## src/rtl/sinc3_integ_pkg.sv

```systemverilog
package sinc3_integ_pkg;

  typedef enum logic [1:0] {
    SEL_REPORT   = 2'd0,
    SEL_STAGE1   = 2'd1,
    SEL_STAGE2   = 2'd2,
    SEL_STAGE2_B = 2'd3
  } rd_sel_e;

  // Keep the n least significant bits of a value, zeroing the rest.
  function automatic logic [63:0] keep_low(input logic [63:0] v, input int unsigned n);
    if (n >= 64) return v;
    return v & ((64'd1 << n) - 64'd1);
  endfunction

  // A period is usable when non-zero and within the limit of the current mode.
  function automatic logic period_ok(input logic [31:0] per, input logic [31:0] lim);
    return (per != 32'd0) && (per <= lim);
  endfunction

  // Wrapping accumulate step shared by all stages.
  function automatic logic [63:0] wrap_add(input logic [63:0] a, input logic [63:0] b);
    return a + b;
  endfunction

endpackage

```

## src/rtl/sinc_integ_stage.sv

```systemverilog
module sinc_integ_stage #(
  parameter int W = 32
) (
  input  logic         clk,
  input  logic         rst_n,
  input  logic         en,
  input  logic [W-1:0] addend,
  output logic [W-1:0] acc_q
);
  import sinc3_integ_pkg::*;

  logic [63:0] sum_w;
  assign sum_w = wrap_add(64'(acc_q), 64'(addend));

  always_ff @(posedge clk or negedge rst_n) begin
    if (!rst_n)  acc_q <= '0;
    else if (en) acc_q <= sum_w[W-1:0];
  end
endmodule

```

## src/rtl/sinc_period_timer.sv

```systemverilog
module sinc_period_timer #(
  parameter int PER_W      = 16,
  parameter int RST_PERIOD = 1024,
  parameter int MAX_P3     = 1625,
  parameter int MAX_P2     = 65535
) (
  input  logic             clk,
  input  logic             rst_n,
  input  logic             order2,
  input  logic             per_wr,
  input  logic [PER_W-1:0] per_data,
  output logic             tick,
  output logic             per_load,
  output logic             per_bad
);
  import sinc3_integ_pkg::*;

  logic [PER_W-1:0] period_q;
  logic [PER_W-1:0] cnt_q;
  logic [31:0]      lim_w;

  assign lim_w    = order2 ? 32'(MAX_P2) : 32'(MAX_P3);
  assign per_load = per_wr && period_ok(32'(per_data), lim_w);
  // An accepted write takes precedence over an expiring interval.
  assign tick     = !per_load && (cnt_q == (period_q - PER_W'(1)));

  always_ff @(posedge clk or negedge rst_n) begin
    if (!rst_n) begin
      period_q <= PER_W'(RST_PERIOD);
      cnt_q    <= '0;
      per_bad  <= 1'b0;
    end else if (per_load) begin
      period_q <= per_data;
      cnt_q    <= '0;
      per_bad  <= 1'b0;
    end else begin
      if (per_wr) per_bad <= 1'b1;
      if (tick)   cnt_q   <= '0;
      else        cnt_q   <= cnt_q + PER_W'(1);
    end
  end
endmodule

```

## src/rtl/sinc_report_unit.sv

```systemverilog
module sinc_report_unit #(
  parameter int W     = 32,
  parameter int LO1_W = 11,
  parameter int LO2_W = 21
) (
  input  logic         clk,
  input  logic         rst_n,
  input  logic         order2,
  input  logic         tick,
  input  logic [W-1:0] stage1,
  input  logic [W-1:0] stage2,
  input  logic [W-1:0] stage3,
  input  logic         rd_en,
  input  logic [1:0]   rd_sel,
  output logic         rpt_read,
  output logic         rdy,
  output logic         ovr,
  output logic [W-1:0] rd_data,
  output logic         rd_valid
);
  import sinc3_integ_pkg::*;

  logic [W-1:0] snap_q;
  logic [W-1:0] mux_w;
  rd_sel_e      sel_w;

  assign sel_w    = rd_sel_e'(rd_sel);
  assign rpt_read = rd_en && (sel_w == SEL_REPORT);

  always_comb begin
    unique case (sel_w)
      SEL_REPORT: mux_w = snap_q;
      SEL_STAGE1: mux_w = W'(keep_low(64'(stage1), LO1_W));
      default:    mux_w = order2 ? stage2 : W'(keep_low(64'(stage2), LO2_W));
    endcase
  end

  always_ff @(posedge clk or negedge rst_n) begin
    if (!rst_n) begin
      snap_q   <= '0;
      rdy      <= 1'b0;
      ovr      <= 1'b0;
      rd_data  <= '0;
      rd_valid <= 1'b0;
    end else begin
      if (tick) snap_q <= order2 ? stage2 : stage3;

      if (tick)          rdy <= 1'b1;
      else if (rpt_read) rdy <= 1'b0;

      if (tick && rdy && !rpt_read) ovr <= 1'b1;
      else if (rpt_read && !tick)   ovr <= 1'b0;

      if (rd_en) rd_data <= mux_w;
      rd_valid <= rd_en;
    end
  end
endmodule

```

## src/rtl/sinc3_integ_bank.sv

```systemverilog
module sinc3_integ_bank #(
  parameter int ACC_W      = 32,
  parameter int PER_W      = 16,
  parameter int RST_PERIOD = 1024,
  parameter int MAX_P3     = 1625,
  parameter int MAX_P2     = 65535,
  parameter int LO1_W      = 11,
  parameter int LO2_W      = 21
) (
  input  logic             clk,
  input  logic             rst_n,
  input  logic             mod_bit,
  input  logic             order2,
  input  logic             per_wr,
  input  logic [PER_W-1:0] per_data,
  output logic             per_bad,
  input  logic             rd_en,
  input  logic [1:0]       rd_sel,
  output logic [ACC_W-1:0] rd_data,
  output logic             rd_valid,
  output logic             rdy,
  output logic             ovr
);
  localparam int N_STAGES  = 3;
  localparam int LAST_STG  = N_STAGES - 1;

  logic [ACC_W-1:0] acc_q    [N_STAGES];
  logic [ACC_W-1:0] stage_in [N_STAGES];
  logic             stage_en [N_STAGES];

  // Named internal events, observed by the bound checker.
  logic             snap_evt;
  logic             per_load;
  logic             rpt_read;
  logic [ACC_W-1:0] acc1_w, acc2_w, acc3_w;

  for (genvar s = 0; s < N_STAGES; s++) begin : g_stage
    if (s == 0) begin : g_head
      assign stage_in[s] = {{(ACC_W-1){1'b0}}, mod_bit};
    end else begin : g_chain
      assign stage_in[s] = acc_q[s-1];
    end
    if (s == LAST_STG) begin : g_tail_en
      assign stage_en[s] = !order2;
    end else begin : g_always_en
      assign stage_en[s] = 1'b1;
    end
    sinc_integ_stage #(.W(ACC_W)) u_stage (
      .clk    (clk),
      .rst_n  (rst_n),
      .en     (stage_en[s]),
      .addend (stage_in[s]),
      .acc_q  (acc_q[s])
    );
  end

  assign acc1_w = acc_q[0];
  assign acc2_w = acc_q[1];
  assign acc3_w = acc_q[2];

  sinc_period_timer #(
    .PER_W      (PER_W),
    .RST_PERIOD (RST_PERIOD),
    .MAX_P3     (MAX_P3),
    .MAX_P2     (MAX_P2)
  ) u_timer (
    .clk      (clk),
    .rst_n    (rst_n),
    .order2   (order2),
    .per_wr   (per_wr),
    .per_data (per_data),
    .tick     (snap_evt),
    .per_load (per_load),
    .per_bad  (per_bad)
  );

  sinc_report_unit #(
    .W     (ACC_W),
    .LO1_W (LO1_W),
    .LO2_W (LO2_W)
  ) u_report (
    .clk      (clk),
    .rst_n    (rst_n),
    .order2   (order2),
    .tick     (snap_evt),
    .stage1   (acc1_w),
    .stage2   (acc2_w),
    .stage3   (acc3_w),
    .rd_en    (rd_en),
    .rd_sel   (rd_sel),
    .rpt_read (rpt_read),
    .rdy      (rdy),
    .ovr      (ovr),
    .rd_data  (rd_data),
    .rd_valid (rd_valid)
  );
endmodule

```

## config.mk

```make
export PLATFORM = sky130hd
export DESIGN_NAME = sinc3_integ_bank
export DESIGN_NICKNAME = d
export VERILOG_FILES = /design/src/rtl/sinc3_integ_pkg.sv /design/src/rtl/sinc_integ_stage.sv /design/src/rtl/sinc_period_timer.sv /design/src/rtl/sinc_report_unit.sv /design/src/rtl/sinc3_integ_bank.sv
export SDC_FILE = /design/constraint.sdc
export NUM_CORES = 1
export LEC_CHECK = 0
export BUFFER_PORTS_ARGS = -buffer_cell sky130_fd_sc_hd__clkbuf_2
export CAP_MARGIN = 0
export CORE_MARGIN = 1
export CORE_UTILIZATION = 48
export DETAILED_ROUTE_END_ITERATION = 7
export GPL_ROUTABILITY_DRIVEN = 0
export PLACE_DENSITY_LB_ADDON = 0.1
export SYNTH_ARGS = -nofsm -noshare
export SYNTH_HDL_FRONTEND = slang
export SYNTH_HIERARCHICAL = 1
export SYNTH_SLANG_ARGS = --single-unit
```

## constraint.sdc

```tcl
create_clock -name clk -period 3.2 [get_ports clk]
set_input_delay 0.48 -clock clk [delete_from_list [all_inputs] [get_ports clk]]
set_output_delay 0.48 -clock clk [all_outputs]
set_load 0.1 [all_outputs]
```

==> results of run 1 <==
## repair_timing
| action | CTS | global route |
|---|---|---|
| endpoints found under the setup margin | 1 | 15 |
| pin swaps | 0 | 3 |
| setup buffers | 0 | 3 |
| gates resized for setup | 1 | 10 |
## registers in the layout (all words and copies together), names as in the netlist
name and cells:
u_report/rdy 1, u_report/ovr 1, g_stage.u_stage/acc_q 96, u_timer/per_bad 1, u_timer/period_q 16, u_timer/cnt_q 16, u_report/rd_data 32, u_report/rd_valid 1
u_report/snap_q 32
## worst max path at each step
stage | end | slack (ns) | cells after the start | from
after floorplan | u_report/snap_q[14]$_DFFE_PN0P_ | 0.06 | 12 | order2
after global placement | g_stage[0].u_stage/acc_q[26]$_DFFE_PN0P_ | 0.0001 | 11 | mod_bit
after detailed placement | g_stage[0].u_stage/acc_q[26]$_DFFE_PN0P_ | -0.03 | 11 | mod_bit
after CTS | g_stage[2].u_stage/acc_q[25]$_DFFE_PN0P_ | 0.03 | 12 | g_stage[1].u_stage/acc_q[1]$_DFFE_PN0P_
after global routing | g_stage[0].u_stage/acc_q[26]$_DFFE_PN0P_ | 0.0008 | 10 | g_stage[0].u_stage/acc_q[0]$_DFFE_PN0P_
final | g_stage[1].u_stage/acc_q[26]$_DFFE_PN0P_ | 0.08 | 10 | g_stage[1].u_stage/acc_q[0]$_DFFE_PN0P_
## metal layers
layer,share of wire [%],track usage [%]
met5,0,0
met4,1.3,5.310
met3,3.3,3.202
met2,47,39.96
met1,48,33.38
## per-stage QoR
step,instances,setup slack [ns]
3_3_place_gp,1913,0.0001152
2_1_floorplan,1491,0.06322
4_1_cts,1945,0.03026
6_report,1948,0.08189
3_5_place_dp,1913,-0.03272
5_1_grt,1948,0.0007814
## cell usage after synthesis, types with 14 or more instances
master / count / area (µm²)
a211oi_1: 23 / 172.7
dfrtp_1: 195 / 4880
buf_2: 15 / 75.07
xnor2_1: 60 / 525.5
nand2b_1: 19 / 118.9
and3_1: 17 / 106.4
xor2_1: 42 / 367.9
nor2_1: 87 / 326.6
a21oi_1: 114 / 570.6
o21a_1: 18 / 135.1
inv_1: 30 / 112.6
clkbuf_1: 49 / 183.9
a221o_1: 14 / 140.1
and4_1: 18 / 157.7
a21o_1: 56 / 420.4
a31oi_1: 23 / 143.9
mux2_2: 83 / 934.7
o211ai_1: 34 / 255.2
o31ai_1: 16 / 120.1
o21ai_0: 48 / 240.2
nand3_1: 39 / 195.2
ha_1: 105 / 1314
mux2i_1: 47 / 470.5
nand2_1: 101 / 379.1
nor3_1: 18 / 90.09
## where the power goes
group          internal (µW)  switching (µW)  total, µW  leakage [µW]
registers               3340            1020       4360       0.00243
clock network           1040            1090       2130      0.000277
logic                   5330            6690      12000       0.00452
## cell type report
type	instances	area [µm²]	area share (%)
multi-input cells	1192	8949	56.76
flip-flops and latches	196	4907	31.12
repair buffers	112	739.5	4.690
well taps	384	480.5	3.047
clock buffers	18	429.2	2.722
clock inverters	14	141.4	0.8968
inverters	32	120.1	0.7618
## critical path: cells and delay by family, from the launching register on
family	cells	cell delay, ns
compound gates	8	1.99
fa+ha+maj	2	0.58
flops	1	0.44
## cell families (layout without fill, tap and decap cells)
group,Yosys count,in the layout,share of synthesized area (%)
muxes,130,130,9.970
buffers and inverters,103,176,3.010
other,2,38,0.05329
DFF,196,196,34.81
xor gates and xnor gates,102,102,6.339
and+or+nand+nor,374,374,14.17
adders and majority gates,108,108,9.748
AOI/OAI and AO/OA,440,440,21.90
==> results_dict.tcl, run 1 <==
set metrics [dict create \
    outcome "finished, final reports clean" \
    ys_ff_latch 196 \
    drc 0 \
    hold_viol 0 \
    max_slew_margin_pct 52.96 \
    period_share_pct 97.44 \
    end_kind "register" \
    cpPeakStageDelay_ns 0.44 \
    ff2ff_setup_slack_ns 0.08 \
    cts.clk_slew.worst_paths_ns 0.08 \
    grt_pass1_wl_um 58950 \
    cp_cell_sequence "ha_2, fa_2, a21o_1, a221oi_4, o31a_2, o21ai_2, a221o_1, a41o_1, a2111o_1, o311ai_1" \
    nNetsFinal 1683 \
    initial_utilization_pct 48.97 \
    coreArea_um2 28780 \
    cts_root_buf "clkbuf_16" \
    fin_crit_ns 3.118 \
    totalWireLength_um 35170 \
    row_count 62 \
    required_ns 3.52 \
    place_hpwl_um 26370 \
    ios 60 \
    viasPerCell 5.863 \
    async_reset_ff_share_pct 100.0 \
    portBuffers 59 \
    final_common_cell "dfrtp_1" \
    crit_fanout 5 \
    syn_area_um2 14090 \
    fin_area_um2 15770 \
    drv_cap 0 \
    synth_edf_count 0 \
    fmax_mhz 320.7 \
    fp.dieH_um 173.4 \
    post_drt_wl_per_cell_um 18.05 \
    ant_nets 0 \
    cts_buffers 17 \
    syn_avg_cell_area_um2 9.686 \
    synth_cells 1455 \
    cts_max_level 4 \
    cts_buffer_depth 2 \
    cts_hold_buf 0 \
    drive_gt1_share_pct 18.29 \
    holdCritPathClass "in -> async" \
    cts_tree "built" \
    drtIter0Drc 654 \
    final_core_util_pct 54.78 \
    yosysSeqAreaShare_pct 34.81 \
    synth_warnings 6 \
    first_pass_iters 4 \
    cp_slowest_cell "dfrtp_1" \
    setup_viol 0 \
    final_cell_mix "194 x dfrtp_1, 114 x a21oi_1, 103 x ha_1" \
    crit_type "reg -> reg" \
    netlist-cell-type-count 89 \
    drv_slew 0 \
    setup_tns_ns 0 \
    tightest_slew_ns 0.7056 \
    diodes 0 \
    reg2reg_from "g_stage[1].u_stage/acc_q[0]$_DFFE_PN0P_" \
    grt_pass1_vias 11300 \
    clock_skew_ns 0.01827 \
    clk_latency_ns 0.44 \
    dieArea_um2 30050 \
    r2r-end "g_stage[1].u_stage/acc_q[26]$_DFFE_PN0P_" \
    fillers 2624 \
    overflow 0 \
    synth_ff_type "dfrtp_1" \
    antenna_found_initial 0 \
    reg2regPathDepth 10 \
    cts_sinks 196 \
    grtUsageTotal_pct 24.08 \
    rsz0062_at_grt "false" \
    grt_max_degree 77 \
    place_area_um2 15120 \
    leakage_uw 0.007230 \
    pwr_density_cell_nw_per_um2 1174 \
    ir_drop_v 0.0005085 \
    power.total_uw 18510 \
    die_w_um 173.4 \
    arrival_ns 3.44 \
    whs_ns 0.08450 \
    vias 11420 \
    start_kind "register" \
    area_delta_synth_final_pct 11.87 \
]
No activity file was read; power rests on OpenSTA's default activity.
==> run 2: changes to the inputs <==
--- a/config.mk
+++ b/config.mk
@@ -5,6 +5,7 @@
 export SDC_FILE = /design/constraint.sdc
 export NUM_CORES = 1
 export LEC_CHECK = 0
+export ABC_AREA = 1
 export BUFFER_PORTS_ARGS = -buffer_cell sky130_fd_sc_hd__clkbuf_2
 export CAP_MARGIN = 0
 export CORE_MARGIN = 1
==> run 2 against run 1 <==
Critical path depth grew 2. Die area grew 16%. Critical endpoint is now u_report/snap_q[20]$_DFFE_PN0P_. Combinational power is essentially flat. Power grew 2.9%. Core utilization shrank 1.6 points. Highest routed layer unchanged. Clock-buffer cell count grew 2. First-iteration DRC count grew 70%. Sequential power is essentially flat.
==> results_dict.tcl, run 2 <==
set metrics [dict create \
    setup_viol 0 \
    cts_hold_buf 0 \
    setup_tns_ns 0 \
    async_reset_ff_share_pct 100.0 \
    drtIter0Drc 1111 \
    vias 15870 \
    initial_utilization_pct 48.81 \
    instances_no_fill 3117 \
    netlist-cell-type-count 43 \
    ant_nets 0 \
    pwr_density_cell_nw_per_um2 1069 \
    largest_register_ff_count 96 \
    final_cell_mix "1003 x nand2_1, 382 x inv_1, 208 x nand3_1" \
    ios 60 \
    fp.dieH_um 186.7 \
    cts_sinks 196 \
    synth_compound_area_share_pct 7.828 \
    crit_fanout 36 \
    cts_max_level 4 \
    synth_top_family_by_area "simple AND/OR/NAND/NOR gates" \
    viasPerCell 5.091 \
    syn_area_um2 16370 \
    nNetsFinal 2788 \
    grt_pass1_wl_um 75490 \
    yosys.area_share.simple_pct 40.03 \
    yosysTopAreaCell "dfrtp_1" \
    cts_root_buf "clkbuf_16" \
    fmax_mhz 404.0 \
    leakage_uw 0.01006 \
    tightest_slew_ns 1.077 \
    hold_viol 0 \
    largestRegisters "g_stage.u_stage/acc_q (96), u_report/rd_data (32), u_report/snap_q (32)" \
    syn_avg_cell_area_um2 6.330 \
    holdCritPathClass "in -> async" \
    ir_drop_v 0.0005606 \
    overflow 0 \
    diodes 0 \
    post_drt_wl_per_cell_um 14.63 \
    grtUsageTotal_pct 26.82 \
    cts_setup_buffers 0 \
    synth_edf_count 0 \
    synth_top_area_share_pct 29.81 \
    yosys.area_share.xor_xnor_pct 2.943 \
    row_count 67 \
    period_share_pct 77.36 \
    synth_ff_type "dfrtp_1" \
    first_pass_iters 8 \
    synth.most_common_cell "nand2_1" \
    start_kind "register" \
    drive_gt1_share_pct 7.981 \
    largest_register "g_stage.u_stage/acc_q" \
    synth_area_leaders "dfrtp_1 30%, nand2_1 23%, inv_1 8.8%" \
    cts_buffer_depth 2 \
    antenna_found_initial 0 \
    cts_buffers 17 \
    crit_type "reg -> reg" \
    area_delta_synth_final_pct 8.852 \
    synth_common_cells "1003 x nand2_1, 382 x inv_1, 208 x nand3_1" \
    place_hpwl_um 35910 \
    grt_max_degree 74 \
    ys_ff_latch 196 \
    clock_skew_ns 0.01900 \
    required_ns 3.56 \
    coreArea_um2 33530 \
    placed_cells 3085 \
    cts_tree "built" \
    outcome "finished, final reports clean" \
    clk_latency_ns 0.46 \
    rsz0062_at_grt "false" \
    drv_slew 0 \
    dieArea_um2 34840 \
    drv_cap 0 \
    end_kind "register" \
    arrival_ns 2.84 \
    die_w_um 186.7 \
    totalWireLength_um 45610 \
    synth_cells 2586 \
    drc 0 \
    cts.clk_slew.worst_paths_ns 0.08 \
    final_common_cell "nand2_1" \
    portBuffers 59 \
    synth_warnings 6 \
    synthAdderAreaFrac_pct 8.393 \
    max_slew_margin_pct 28.14 \
    fin_crit_ns 2.476 \
    yosysSeqAreaShare_pct 29.97 \
    fillers 3440 \
    ctsResizeCount 0 \
    yosys-mux-area-fraction_pct 0 \
    grt_pass1_vias 14940 \
]
-- run 2: final cells by class --
type	instances	area (µm²)	area share (%)
sequential	196	4906	27.54
timing repair buffer	68	421.7	2.367
clock inverter	12	167.7	0.9410
tap	448	560.5	3.146
clock buffer	20	446.7	2.507
inverter	399	1498	8.406
multi-input combinational	1974	9817	55.10
-- run 2: worst max-delay path, stage by stage, from the launching register on --
cell	delay, ns
dfrtp_1	0.41
inv_1	0.14
ha_1	0.26
nand3_2	0.15
nor2_2	0.18
xor2_1	0.17
nand2_1	0.08
nor2_1	0.16
nand3_2	0.15
nor2_8	0.14
buf_12	0.19
o21ai_0	0.11
o21ai_0	0.20
-- run 2: per-layer routing --
| layer | global-route usage, % | wire length, µm |
|---|---|---|
| met2 | 44.49 | 21010 |
| met5 | 0 | 0 |
| met1 | 36.51 | 21360 |
| met3 | 2.990 | 2135 |
| met4 | 8.575 | 1100 |
-- run 2: worst paths after layout --
kind	from	endpoint	slack, ns	depth (start not counted)
min in group clk	per_wr	u_timer/per_bad$_DFFE_PN0P_	0.30	3
setup reg to reg	u_timer/period_q[0]$_DFFE_PN0N_	u_report/snap_q[20]$_DFFE_PN0P_	0.72	12
hold reg to reg	u_report/snap_q[12]$_DFFE_PN0P_	u_report/snap_q[12]$_DFFE_PN0P_	0.49	2
hold / removal	rst_n	u_timer/period_q[1]$_DFFE_PN0N_	0.007	1
setup / recovery	u_timer/period_q[0]$_DFFE_PN0N_	u_report/snap_q[20]$_DFFE_PN0P_	0.72	12
max in group asynchronous	rst_n	u_report/rd_data[13]$_DFFE_PN0P_	2.32	2
-- run 2: cell families (layout without fill, tap and decap cells) --
group / after synthesis / after routing
buf+inv: 448 / 499
xor+xnor: 55 / 55
flops: 196 / 196
other cells: 2 / 34
simple gates: 1538 / 1538
compound gates: 239 / 239
fa+ha+maj: 108 / 108
-- run 2: power breakdown --
part | internal (µW) | switching (µW) | total (µW) | leakage [µW]
Clock | 1270 | 1040 | 2320 | 0.000295
Sequential | 3290 | 1100 | 4380 | 0.00248
Combinational | 4210 | 8140 | 12300 | 0.00728
Total | 8770 | 10300 | 19000 | 0.0101
-- run 2: stage by stage --
stage	hold WS (ns)	setup WS, ns	util [%]	area, µm²	power [µW]
2_1_floorplan	0.1844	0.5825	-	16490	13660
3_3_place_gp	0.4661	0.3933	51.30	17200	16300
3_5_place_dp	0.4657	0.3466	51.30	17200	16490
4_1_cts	0.05033	0.7881	53.13	17820	18880
5_1_grt	0.06119	0.5338	53.13	17820	21000
6_report	0.006678	0.7245	53.13	17820	19040
==> run 3: changes to the inputs <==
==> constraint.sdc (replaced) <==
create_clock -name clk -period 2.55 [get_ports clk]
set_input_delay 0.3825 -clock clk [delete_from_list [all_inputs] [get_ports clk]]
set_output_delay 0.3825 -clock clk [all_outputs]
set_load 0.1 [all_outputs]
==> run 3 against run 2 <==
Global-route usage is 0.28 points lower. Core utilization grew 0.27 points. Power grew 25%. Non-clock buffer count rose by 10. Setup slack lost 0.60 ns. Clock skew fell by 0.0048 ns. Wire length down 0.66%. Largest power group unchanged.
==> results_dict.tcl, run 3 (synthesis gave the netlist of run 2 again) <==
set metrics [dict create \
    outcome "finished, final reports clean" \
    largest_register_ff_count 96 \
    crit_type "reg -> reg" \
    pwr_density_cell_nw_per_um2 1330 \
    drv_slew 0 \
    drtIter0Drc 953 \
    overflow 0 \
    ir_drop_v 0.0007689 \
    die_w_um 186.7 \
    holdCritPathClass "in -> reg" \
    final_common_cell "nand2_1" \
    largest_register "g_stage.u_stage/acc_q" \
    largestRegisters "g_stage.u_stage/acc_q (96), u_report/rd_data (32), u_report/snap_q (32)" \
    period_share_pct 94.99 \
    r2r-end "u_report/snap_q[31]$_DFFE_PN0P_" \
    place_hpwl_um 36030 \
    row_count 67 \
    post_drt_wl_per_cell_um 14.50 \
    dieArea_um2 34840 \
    max_slew_margin_pct 55.56 \
    arrival_ns 2.76 \
    cts_buffer_depth 2 \
    ff2ff_setup_slack_ns 0.13 \
    setup_viol 0 \
    whs_ns 0.1895 \
    cts_tree "built" \
    final_cell_mix "1003 x nand2_1, 382 x inv_1, 208 x nand3_1" \
    vias 15690 \
    fillers 3417 \
    totalWireLength_um 45310 \
    end_kind "register" \
    viasPerCell 5.020 \
    cts.clk_slew.worst_paths_ns 0.08 \
    hold_viol 0 \
    cts_sinks 196 \
    fin_area_um2 17910 \
    grt_max_degree 58 \
    drc 0 \
    tightest_slew_ns 0.6657 \
    cts_root_buf "clkbuf_16" \
    diodes 0 \
    worstHoldStart "per_wr" \
    hold_depth 3 \
    crit_fanout 31 \
    reg2reg_from "u_timer/period_q[0]$_DFFE_PN0N_" \
    initial_utilization_pct 48.81 \
    startpoint "u_timer/period_q[0]$_DFFE_PN0N_" \
    drv_cap 0 \
    grtUsageTotal_pct 26.54 \
    start_kind "register" \
    cts_max_level 4 \
    ios 60 \
    area_delta_synth_final_pct 9.402 \
    fp.dieH_um 186.7 \
    required_ns 2.89 \
    place_area_um2 17300 \
    fin_crit_ns 2.422 \
    leakage_uw 0.01011 \
    reg2regPathDepth 16 \
    fmax_mhz 412.9 \
    cts_buffers 17 \
    antenna_found_initial 0 \
    grt_pass1_vias 14830 \
    drive_gt1_share_pct 8.256 \
    clk_latency_ns 0.46 \
    coreArea_um2 33530 \
    first_pass_iters 6 \
    min_to "u_timer/per_bad$_DFFE_PN0P_" \
    nNetsFinal 2798 \
    grt_pass1_wl_um 74370 \
    clock_skew_ns 0.01421 \
    portBuffers 59 \
    ant_nets 0 \
]
[run 3: cell count changes in the layout (fill, tap and decap cells not counted), moves of 2 or more]
cell,change
buf_12,+3
inv_6,-2
clkinv_4,+2
buf_4,+6
[run 3: what timing repair did]
| item | CTS | global route |
|---|---|---|
| endpoints found under the setup margin | 0 | 16 |
| buffers inserted | 0 | 1 |
| resized for setup | 0 | 2 |
| hold buffers | 1 | 0 |
| hold endpoints to repair | 51 | 0 |
[run 3: worst max path at each step]
stage / endpoint / slack [ns] / cells past startpoint
after floorplan: u_report/snap_q[10]$_DFFE_PN0P_ / 0.03 / 17
after global placement: u_report/snap_q[31]$_DFFE_PN0P_ / -0.01 / 17
after detailed placement: u_report/snap_q[31]$_DFFE_PN0P_ / -0.07 / 17
after CTS: u_report/snap_q[31]$_DFFE_PN0P_ / 0.17 / 13
after global routing: u_report/snap_q[28]$_DFFE_PN0P_ / -0.01 / 16
final: u_report/snap_q[31]$_DFFE_PN0P_ / 0.13 / 16
[run 3: final cells by class]
type / count / area, µm² / share of cell area (%)
repair buffers: 78 / 536.8 / 2.997
well taps: 448 / 560.5 / 3.130
inverters: 399 / 1498 / 8.364
clock buffers: 19 / 432.9 / 2.418
multi-input cells: 1974 / 9819 / 54.84
clock inverters: 11 / 153.9 / 0.8594
flip-flops and latches: 196 / 4906 / 27.40
[run 3: critical path, cell delays in order, from the launching register on]
cell     delay (ns)
dfrtp_1        0.39
inv_1          0.11
ha_2           0.33
inv_1          0.04
nand2_1        0.05
nand2_1        0.05
nor2_1         0.10
nand3_1        0.09
nor2_1         0.14
nand2_1        0.08
nor2_1         0.15
nand3_2        0.15
nor2_8         0.14
inv_1          0.08
buf_12         0.16
a21oi_1        0.14
a21oi_1        0.09
[run 3: per-layer routing]
layer  up-vias  wire (µm)  global-route usage [%]
met3        59       1914                   3.404
li1       8176          -                       -
met5         -          0                       0
met2       357      20850                   44.22
met1      7095      21540                   35.76
met4         0       1003                   8.323
[run 3: stage by stage]
step | power [µW] | setup WS [ns] | util [%] | instances | TNS, ns
6_report | 23820 | 0.1279 | 53.40 | 3125 | 0
5_1_grt | 26190 | -0.01457 | 53.40 | 3125 | -0.03645
3_3_place_gp | 20470 | -0.01441 | 51.59 | 3093 | -0.1034
2_1_floorplan | 17150 | 0.03002 | - | 2618 | 0
3_5_place_dp | 20700 | -0.06669 | 51.59 | 3093 | -0.6056
4_1_cts | 23600 | 0.1657 | 53.37 | 3124 | 0
[run 3: report_power, final]
part           switching, µW  internal (µW)  total (µW)
sequential              1370           4130        5500
clock                   1260           1540        2810
combinational          10200           5300       15500
total                  12800          11000       23800
